[src/rtl/dma_addr_pkg.sv]
package dma_addr_pkg;

  // Strobes handed from the control section to the datapath each cycle
  typedef struct packed {
    logic pageLoad;  // write pageWrData into the selected page register
    logic compose;   // capture a physical address this cycle
    logic wordSel;   // presented channel is word wide
    logic wrap;      // current address rolled from the top back to zero
  } ctlStrobes_t;

  localparam logic [1:0] LANE_NONE = 2'b00;
  localparam logic [1:0] LANE_LOW  = 2'b01;
  localparam logic [1:0] LANE_HIGH = 2'b10;
  localparam logic [1:0] LANE_BOTH = 2'b11;

endpackage

[src/rtl/dma_addr_ctl.sv]
module dma_addr_ctl
  import dma_addr_pkg::*;
#(
  parameter int NUM_CH = 4,
  parameter int ADDR_W = 16,
  parameter int CH_W   = 2
) (
  input  logic              clk,
  input  logic              rstN,
  input  logic              pageWrEn,
  input  logic [CH_W-1:0]   pageWrSel,
  input  logic              addrValid,
  input  logic [CH_W-1:0]   curChan,
  input  logic [ADDR_W-1:0] curAddr,
  input  logic              wordMode,
  output ctlStrobes_t       strobes
);

  // One bit per channel: last presentation on this channel was all ones
  logic atTop [NUM_CH];

  for (genvar ch = 0; ch < NUM_CH; ch++) begin : g_track
    always_ff @(posedge clk or negedge rstN) begin
      if (!rstN) begin
        atTop[ch] <= 1'b0;
      end else if (pageWrEn && (pageWrSel == CH_W'(ch))) begin
        atTop[ch] <= 1'b0;
      end else if (addrValid && (curChan == CH_W'(ch))) begin
        atTop[ch] <= &curAddr;
      end
    end
  end

  always_comb begin
    strobes.pageLoad = pageWrEn;
    strobes.compose  = addrValid;
    strobes.wordSel  = wordMode;
    strobes.wrap     = addrValid && atTop[curChan] && (curAddr == '0);
  end

endmodule

[src/rtl/dma_addr_dp.sv]
module dma_addr_dp
  import dma_addr_pkg::*;
#(
  parameter int NUM_CH = 4,
  parameter int PAGE_W = 8,
  parameter int ADDR_W = 16,
  parameter int CH_W   = 2,
  parameter int PHYS_W = PAGE_W + ADDR_W
) (
  input  logic              clk,
  input  logic              rstN,
  input  ctlStrobes_t       strobes,
  input  logic [CH_W-1:0]   pageWrSel,
  input  logic [PAGE_W-1:0] pageWrData,
  input  logic [CH_W-1:0]   curChan,
  input  logic [ADDR_W-1:0] curAddr,
  output logic [PHYS_W-1:0] physAddr,
  output logic [1:0]        byteEn,
  output logic              wrapFlag
);

  logic [PAGE_W-1:0] pageReg [NUM_CH];

  for (genvar ch = 0; ch < NUM_CH; ch++) begin : g_page
    always_ff @(posedge clk or negedge rstN) begin
      if (!rstN) begin
        pageReg[ch] <= '0;
      end else if (strobes.pageLoad && (pageWrSel == CH_W'(ch))) begin
        pageReg[ch] <= pageWrData;
      end
    end
  end

  logic [PAGE_W-1:0] selPage;
  logic [PHYS_W-1:0] byteForm;
  logic [PHYS_W-1:0] wordForm;
  logic [1:0]        laneSel;

  always_comb begin
    selPage  = pageReg[curChan];
    byteForm = {selPage, curAddr};
    wordForm = {selPage[PAGE_W-1:1], curAddr, 1'b0};
    if (strobes.wordSel) begin
      laneSel = LANE_BOTH;
    end else begin
      laneSel = curAddr[0] ? LANE_HIGH : LANE_LOW;
    end
  end

  always_ff @(posedge clk or negedge rstN) begin
    if (!rstN) begin
      physAddr <= '0;
      byteEn   <= LANE_NONE;
      wrapFlag <= 1'b0;
    end else begin
      wrapFlag <= strobes.wrap;
      if (strobes.compose) begin
        physAddr <= strobes.wordSel ? wordForm : byteForm;
        byteEn   <= laneSel;
      end else begin
        byteEn   <= LANE_NONE;
      end
    end
  end

endmodule

[src/rtl/dma_addr_composer.sv]
module dma_addr_composer
  import dma_addr_pkg::*;
#(
  parameter int NUM_CH = 4,
  parameter int PAGE_W = 8,
  parameter int ADDR_W = 16,
  parameter int CH_W   = (NUM_CH > 1) ? $clog2(NUM_CH) : 1
) (
  input  logic                     clk,
  input  logic                     rstN,
  input  logic                     pageWrEn,
  input  logic [CH_W-1:0]          pageWrSel,
  input  logic [PAGE_W-1:0]        pageWrData,
  input  logic                     addrValid,
  input  logic [CH_W-1:0]          curChan,
  input  logic [ADDR_W-1:0]        curAddr,
  input  logic                     wordMode,
  output logic [PAGE_W+ADDR_W-1:0] physAddr,
  output logic [1:0]               byteEn,
  output logic                     wrapFlag
);

  localparam int PHYS_W = PAGE_W + ADDR_W;

  ctlStrobes_t strobes;

  dma_addr_ctl #(
    .NUM_CH(NUM_CH), .ADDR_W(ADDR_W), .CH_W(CH_W)
  ) i_ctl (
    .clk      (clk),
    .rstN     (rstN),
    .pageWrEn (pageWrEn),
    .pageWrSel(pageWrSel),
    .addrValid(addrValid),
    .curChan  (curChan),
    .curAddr  (curAddr),
    .wordMode (wordMode),
    .strobes  (strobes)
  );

  dma_addr_dp #(
    .NUM_CH(NUM_CH), .PAGE_W(PAGE_W), .ADDR_W(ADDR_W),
    .CH_W(CH_W), .PHYS_W(PHYS_W)
  ) i_dp (
    .clk       (clk),
    .rstN      (rstN),
    .strobes   (strobes),
    .pageWrSel (pageWrSel),
    .pageWrData(pageWrData),
    .curChan   (curChan),
    .curAddr   (curAddr),
    .physAddr  (physAddr),
    .byteEn    (byteEn),
    .wrapFlag  (wrapFlag)
  );

endmodule

[config.mk]
export PLATFORM = sky130hd
export DESIGN_NAME = dma_addr_composer
export DESIGN_NICKNAME = d
export VERILOG_FILES = /design/src/rtl/dma_addr_pkg.sv /design/src/rtl/dma_addr_ctl.sv /design/src/rtl/dma_addr_dp.sv /design/src/rtl/dma_addr_composer.sv
export SDC_FILE = /design/constraint.sdc
export NUM_CORES = 1
export LEC_CHECK = 0
export BUFFER_PORTS_ARGS = -buffer_cell sky130_fd_sc_hd__buf_4
export CAP_MARGIN = 15
export CORE_MARGIN = 2
export CORE_UTILIZATION = 40
export DETAILED_ROUTE_END_ITERATION = 7
export GPL_TIMING_DRIVEN = 0
export PLACE_DENSITY = 0.74
export SLEW_MARGIN = 30
export SYNTH_ARGS = -nofsm -noshare
export SYNTH_HDL_FRONTEND = slang
export SYNTH_SLANG_ARGS = --single-unit
[constraint.sdc]
create_clock -name clk -period 1.6 [get_ports clk]
set_clock_uncertainty 0.1 [all_clocks]
set_input_delay 0.16 -clock clk [delete_from_list [all_inputs] [get_ports clk]]
set_output_delay 0.16 -clock clk [all_outputs]
set_load 0.02 [all_outputs]
==> metrics.txt, run 1 <==
P&R area growth vs syn 30.8%; DRT Pass-1 Iters 4; dominant cells by area after synthesis dfrtp_1 56%, mux2_2 16%, mux4_2 7.2%, mux2i_1 5.3%, a21oi_1 2.7%; Hold Startpoint curAddr[15]; antenna violations before repair 0; port bufs 57; syn_area_per_cell roughly 14 um2; VDD IR max 0.889 mV; H-tree depth reported by CTS 3; Post-Syn Instances around 210; WL/cell between 15 and 20 um; r2r endpoint i_dp.physAddr[20]$_DFFE_PN0P_; GRT Util Overall 0.175; CP Max Fanout 6; final max-slew violation count 0; post-synthesis sequential area ratio 0.558; crit end category flip-flop; MaxCap Viol Count 0; die area 0.00775 mm2; Final Cycle Share 0.934; post-route cell area 0.00369 mm2; outcome finished, final reports clean; maximum clock frequency ~670 MHz; Root Buffer clkbuf_8; gr ovfl total 0; RR Startpoint i_dp.pageReg[12]$_DFFE_PN0P_; # DRC 0; largest area contributor in the netlist dfrtp_1; clk_lat worst skew 0.34 ns; mapped cell area between 0.002 and 0.003 mm2; core area between 0.006 and 0.007 mm2; Inserted Clock Buffers 9; Synth top area share 0.558; Largest delay share family, worst path buffers and inverters; IO Pins 60; EDFF count, synth 0; WP data required approximately 1.8 ns; ys async rst share 1.00; Syn Nets 241; Placement Rows 30; vias per std cell 5.11; Buf/Inv on CP 2; Pleak between 1.5 and 2 nW; Worst Hold Depth 3; Final Hold Fails 0; worst-margin pin slew 0.765 ns; largest net degree at the start of global routing 64; Layout Nets approximately 320; R2R setup slack ~0.24 ns; diode count 0; max incr delay on CP approximately 0.54 ns; P per Cell Area approximately 1200 mW/mm2; detailed placer's ending HPWL approximately 4300 um; CTS tree built; Starting Density 0.414; pre-CTS setup slack -0.0298 ns; CTS sink cnt 63; Hold Crit Class in2reg; # Post-CTS Setup Buffers 0; final wirelength around 6100 um; first-pass GRT wire length approximately 10000 um; Rel. slew slack 0.490; CP startpoint kind input pin; WP data arrival approximately 1.6 ns; die width 88.0 um; RSZ-0062 raised after global routing no; synth warn 0; First DRT Iteration DRCs between 90 and 100; hold endpoint i_dp.physAddr[16]$_DFFE_PN0P_; critical-path cell list dlygate4sd3_1, buf_4, nand4_1, or4_4, o31ai_2; RePlAce Congestion 0.830; Setup CP Type in2reg; count of cell types in the netlist 29; final worst setup slack ~0.11 ns; Die H 88.0 um; Critical Path Slowest Stage Cell dlygate4sd3_1; fin crit period between 1 and 1.5 ns; layout cells sized above 1 0.460; commonest non-fill, non-tap cell in the layout dfrtp_1; Final ANT Viol Nets 0; Setup Viol. Count Final 0; placed inst area approximately 0.0034 mm2; Filler Cells Inserted between 600 and 700; routed vias about 2.0k; Synth Register Bits 63; Max Buffers Root-to-Sink 2; Reg clk slew, reported paths 0.07 ns; vias in the first global route between 2k and 2.5k; most frequent cells in the layout 63 x dfrtp_1, 57 x buf_4, 39 x mux2_2, 18 x nor2_1; r2r worst-path depth 2; ys flop type dfrtp_1
## kinds of logic after synthesis
logic type      after synthesis  synth area share
compound gates               24            0.0496
buf+inv                      13            0.0257
flops                        63             0.558
mux                          63             0.280
simple gates                 45            0.0864
## layout make-up
class | instances | area (um2) | share of cell area
inverter | 1 | 3.75 | 0.00102
sequential | 63 | 1580 | 0.427
multi-input combinational | 132 | 1180 | 0.318
buffer | 12 | 68.8 | 0.0186
clock inverter | 7 | 97.6 | 0.0264
timing repair buffer | 67 | 528 | 0.143
clock buffer | 9 | 124 | 0.0335
tap | 96 | 120 | 0.0325
## through the flow
stage / util / power (W) / hold WS [ns] / TNS [ns] / cells
final: 0.541 / 0.00436 / 0.0366 / 0 / 387
after CTS: 0.541 / 0.00441 / 0.0234 / 0 / 387
after floorplan: - / 0.00249 / -0.236 / 0 / 208
after detailed placement: 0.494 / 0.00288 / 0.193 / -0.272 / 361
after global routing: 0.541 / 0.00459 / 0.0404 / 0 / 387
after global placement: 0.494 / 0.00284 / 0.194 / 0 / 361
## registers in the layout, summed over array words and instances, names as in the netlist
signal / cells
i_dp.wrapFlag: 1
i_dp.physAddr: 24
i_ctl.atTop: 4
i_dp.byteEn: 2
i_dp.pageReg: 32
## metal layers
layer / GRT usage / vias up / wire, um
li1: - / 922 / -
met1: 0.221 / 978 / 2780
met2: 0.288 / 69 / 2900
met3: 0.0650 / 7 / 415
met4: 0.0455 / 0 / 49
met5: 0 / - / 0
## repair_timing
| action | 4_1_cts | 5_1_grt |
|---|---|---|
| hold buffers | 10 | 0 |
| endpoints found under the hold margin | 97 | 0 |
| setup endpoints to repair | 0 | 2 |
| resized for setup | 0 | 0 |
## worst min-delay path, stage by stage
cell and delay (ns):
buf_4 0.13, nand2_1 0.05, a31oi_1 0.08
## Yosys cell counts, types with 2 or more instances
| master | number |
|---|---|
| a21oi_1 | 15 |
| buf_1 | 3 |
| buf_2 | 7 |
| buf_6 | 2 |
| dfrtp_1 | 63 |
| mux2_2 | 39 |
| mux2i_1 | 15 |
| mux4_2 | 9 |
| nand2_1 | 3 |
| nand2b_1 | 2 |
| nand3_1 | 4 |
| nand3b_1 | 4 |
| nand4_1 | 5 |
| nor2_1 | 18 |
| nor4_1 | 3 |
| o21ai_0 | 3 |
## where the power goes
part	internal, W	switching (W)
clock	0.000878	0.000628
combinational	0.000477	0.000400
sequential	0.00185	0.000129
total	0.00320	0.00116
## how the worst max path moves through the flow
| stage | startpoint | endpoint | slack (ns) | depth (start not counted) |
|---|---|---|---|---|
| global placement | addrValid | i_dp.physAddr[13]$_DFFE_PN0P_ | 0.03 | 5 |
| detailed placement | addrValid | i_dp.physAddr[11]$_DFFE_PN0P_ | -0.03 | 5 |
| CTS | curAddr[0] | i_ctl.atTop[3]$_DFFE_PN0P_ | 0.02 | 5 |
| finish | curAddr[0] | i_ctl.atTop[3]$_DFFE_PN0P_ | 0.11 | 5 |
| floorplan | curChan[0] | i_dp.physAddr[20]$_DFFE_PN0P_ | 0.24 | 4 |
| global route | curAddr[0] | i_ctl.atTop[3]$_DFFE_PN0P_ | 0.11 | 5 |
Note: power is estimated with default switching activity, not from simulation.
==> inputs of run 2 (changes only) <==
--- a/config.mk
+++ b/config.mk
@@ -8,10 +8,10 @@
 export BUFFER_PORTS_ARGS = -buffer_cell sky130_fd_sc_hd__buf_4
 export CAP_MARGIN = 15
 export CORE_MARGIN = 2
-export CORE_UTILIZATION = 40
+export CORE_UTILIZATION = 35
 export DETAILED_ROUTE_END_ITERATION = 7
 export GPL_TIMING_DRIVEN = 0
-export PLACE_DENSITY = 0.74
+export PLACE_DENSITY = 0.67
 export SLEW_MARGIN = 30
 export SYNTH_ARGS = -nofsm -noshare
 export SYNTH_HDL_FRONTEND = slang
==> metrics.txt, run 2 (same netlist as run 1, synthesis figures left out) <==
outcome finished, final reports clean; Setup CP Type reg2reg; Pleak 1.64 nW (+0.24%); Final Hold Fails 0 (unchanged); setup TNS 0 ns (unchanged); final wirelength 6070 um (-1.1%); CTS sink cnt 63 (unchanged); Rel. slew slack 0.473 (-0.0168); Layout Nets 319 (unchanged); Final ANT Viol Nets 0 (unchanged); fin crit period 1.34 ns (-0.158 ns); RR Startpoint i_dp.pageReg[5]$_DFFE_PN0P_; layout cells sized above 1 0.457 (-0.00344); top flop regs i_dp.pageReg (32), i_dp.physAddr (24), i_ctl.atTop (4); Hold Slack 0.0266 ns (-0.00996 ns); Setup Viol. Count Final 0 (unchanged); WP data arrival 1.45 ns (-0.19 ns); Hold Crit Class in2reg; vias per std cell 5.06 (-0.93%); clk_lat worst skew 0.33 ns (about the same); routed vias 1988 (+0.61%); Max Buffers Root-to-Sink 2 (unchanged); final max-slew violation count 0 (unchanged); crit end category flip-flop; maximum clock frequency 748 MHz (+12%); Starting Density 0.364 (-0.0498); vias in the first global route 2058 (+0.44%); WP data required 1.72 ns (-0.03 ns); port bufs 57 (unchanged); P&R area growth vs syn 30.6%; Die H 93.8 um (+6.6%); # DRC 0 (unchanged); RePlAce Congestion 0.780 (-6.0%); max incr delay on CP 0.46 ns (-0.08 ns); DRT Pass-1 Iters 4 (unchanged); gr ovfl total 0 (unchanged); CTS Hold Bufs 10 (unchanged); post-cts sizing count 0 (unchanged); GRT Util Overall 0.146 (-0.0290); CP startpoint i_dp.pageReg[5]$_DFFE_PN0P_; Final Cycle Share 0.835 (-0.0988); Biggest register i_dp.pageReg; commonest non-fill, non-tap cell in the layout dfrtp_1; largest net degree at the start of global routing 64 (unchanged); WL/cell 15.4 um (-2.6%); RSZ-0062 raised after global routing no; die area 0.00881 mm2 (+14%); Placement Rows 32 (+6.7%); diode count 0 (unchanged); first-pass GRT wire length 10000 um (-0.48%); detailed placer's ending HPWL 4220 um (-1.5%); die width 93.8 um (+6.6%); MaxCap Viol Count 0 (unchanged); Root Buffer clkbuf_8; IO Pins 60 (unchanged); Hold Startpoint curAddr[0]; CP Max Fanout 2 (-4); most frequent cells in the layout 63 x dfrtp_1, 57 x buf_4, 39 x mux2_2, 18 x nor2_1; antenna violations before repair 0 (unchanged); worst-margin pin slew 0.790 ns (+0.0252 ns); # Post-CTS Setup Buffers 0 (unchanged); H-tree depth reported by CTS 3 (unchanged); P per Cell Area 1160 mW/mm2 (-1.6%); Inserted Clock Buffers 9 (unchanged); First DRT Iteration DRCs 60 (-36%); core area 0.00777 mm2 (+14%); CP startpoint kind flip-flop; max FFs per register 32 (unchanged); Reg clk slew, reported paths 0.07 ns (about the same); critical-path cell list mux4_2, mux2_2; Critical Path Slowest Stage Cell mux4_2; VDD IR max 0.472 mV (-47%); CTS tree built
run 2: cell count changes in the layout (fill, tap and decap cells not counted), sizes merged:
cell	change
clkinv	-1
clkbuf	+4
bufinv	-1
clkinvlp	-2
run 2: area by class of cell:
| class | count | area (um2) |
|---|---|---|
| inverters | 1 | 3.75 |
| well taps | 102 | 128 |
| clock buffers | 13 | 169 |
| fillers | 724 | 4080 |
| repair buffers | 67 | 528 |
| flip-flops and latches | 63 | 1580 |
| multi-input cells | 132 | 1180 |
| clock inverters | 3 | 40.0 |
| plain buffers | 12 | 68.8 |
run 2: where the power goes:
part | leakage (nW) | total (W) | internal (W) | switching (W)
clock | 0.109 | 0.00144 | 0.000843 | 0.000592
sequential | 0.748 | 0.00197 | 0.00185 | 0.000127
combinational | 0.785 | 0.000875 | 0.000477 | 0.000397
run 2: critical path: cells and delay by family, from the launching register on:
family / cells / cell delay (ns)
mux: 2 / 0.74
flops: 1 / 0.38
run 2: path summary, 6_finish.rpt:
path                                            endpoint  slack, ns  cells after the start
hold / removal              i_dp.physAddr[0]$_DFFE_PN0P_       0.03                      2
setup / recovery           i_dp.physAddr[21]$_DFFE_PN0P_       0.26                      2
setup reg to reg           i_dp.physAddr[21]$_DFFE_PN0P_       0.26                      2
min in group asynchronous  i_dp.physAddr[14]$_DFFE_PN0P_       0.36                      2
hold reg to reg             i_dp.pageReg[18]$_DFFE_PN0P_       0.40                      1
max in group asynchronous   i_dp.physAddr[8]$_DFFE_PN0P_       0.53                      2
run 2: per-layer routing:
| layer | up-vias | GRT usage | wire [um] |
|---|---|---|---|
| li1 | 925 | - | - |
| met1 | 983 | 0.200 | 2830 |
| met2 | 70 | 0.229 | 2710 |
| met3 | 10 | 0.0297 | 434 |
| met4 | 0 | 0.0580 | 99 |
| met5 | - | 0 | 0 |
run 2: through the flow:
| stage | setup slack [ns] | instance area [um2] | util | cells | power [W] |
|---|---|---|---|---|---|
| 3_3_place_gp | 0.0437 | 3380 | 0.435 | 367 | 0.00285 |
| 3_5_place_dp | 0.0215 | 3380 | 0.435 | 367 | 0.00287 |
| 2_1_floorplan | 0.235 | 2830 | - | 208 | 0.00249 |
| 5_1_grt | 0.237 | 3690 | 0.475 | 393 | 0.00449 |
| 6_report | 0.264 | 3690 | 0.475 | 393 | 0.00428 |
| 4_1_cts | 0.262 | 3690 | 0.475 | 393 | 0.00433 |
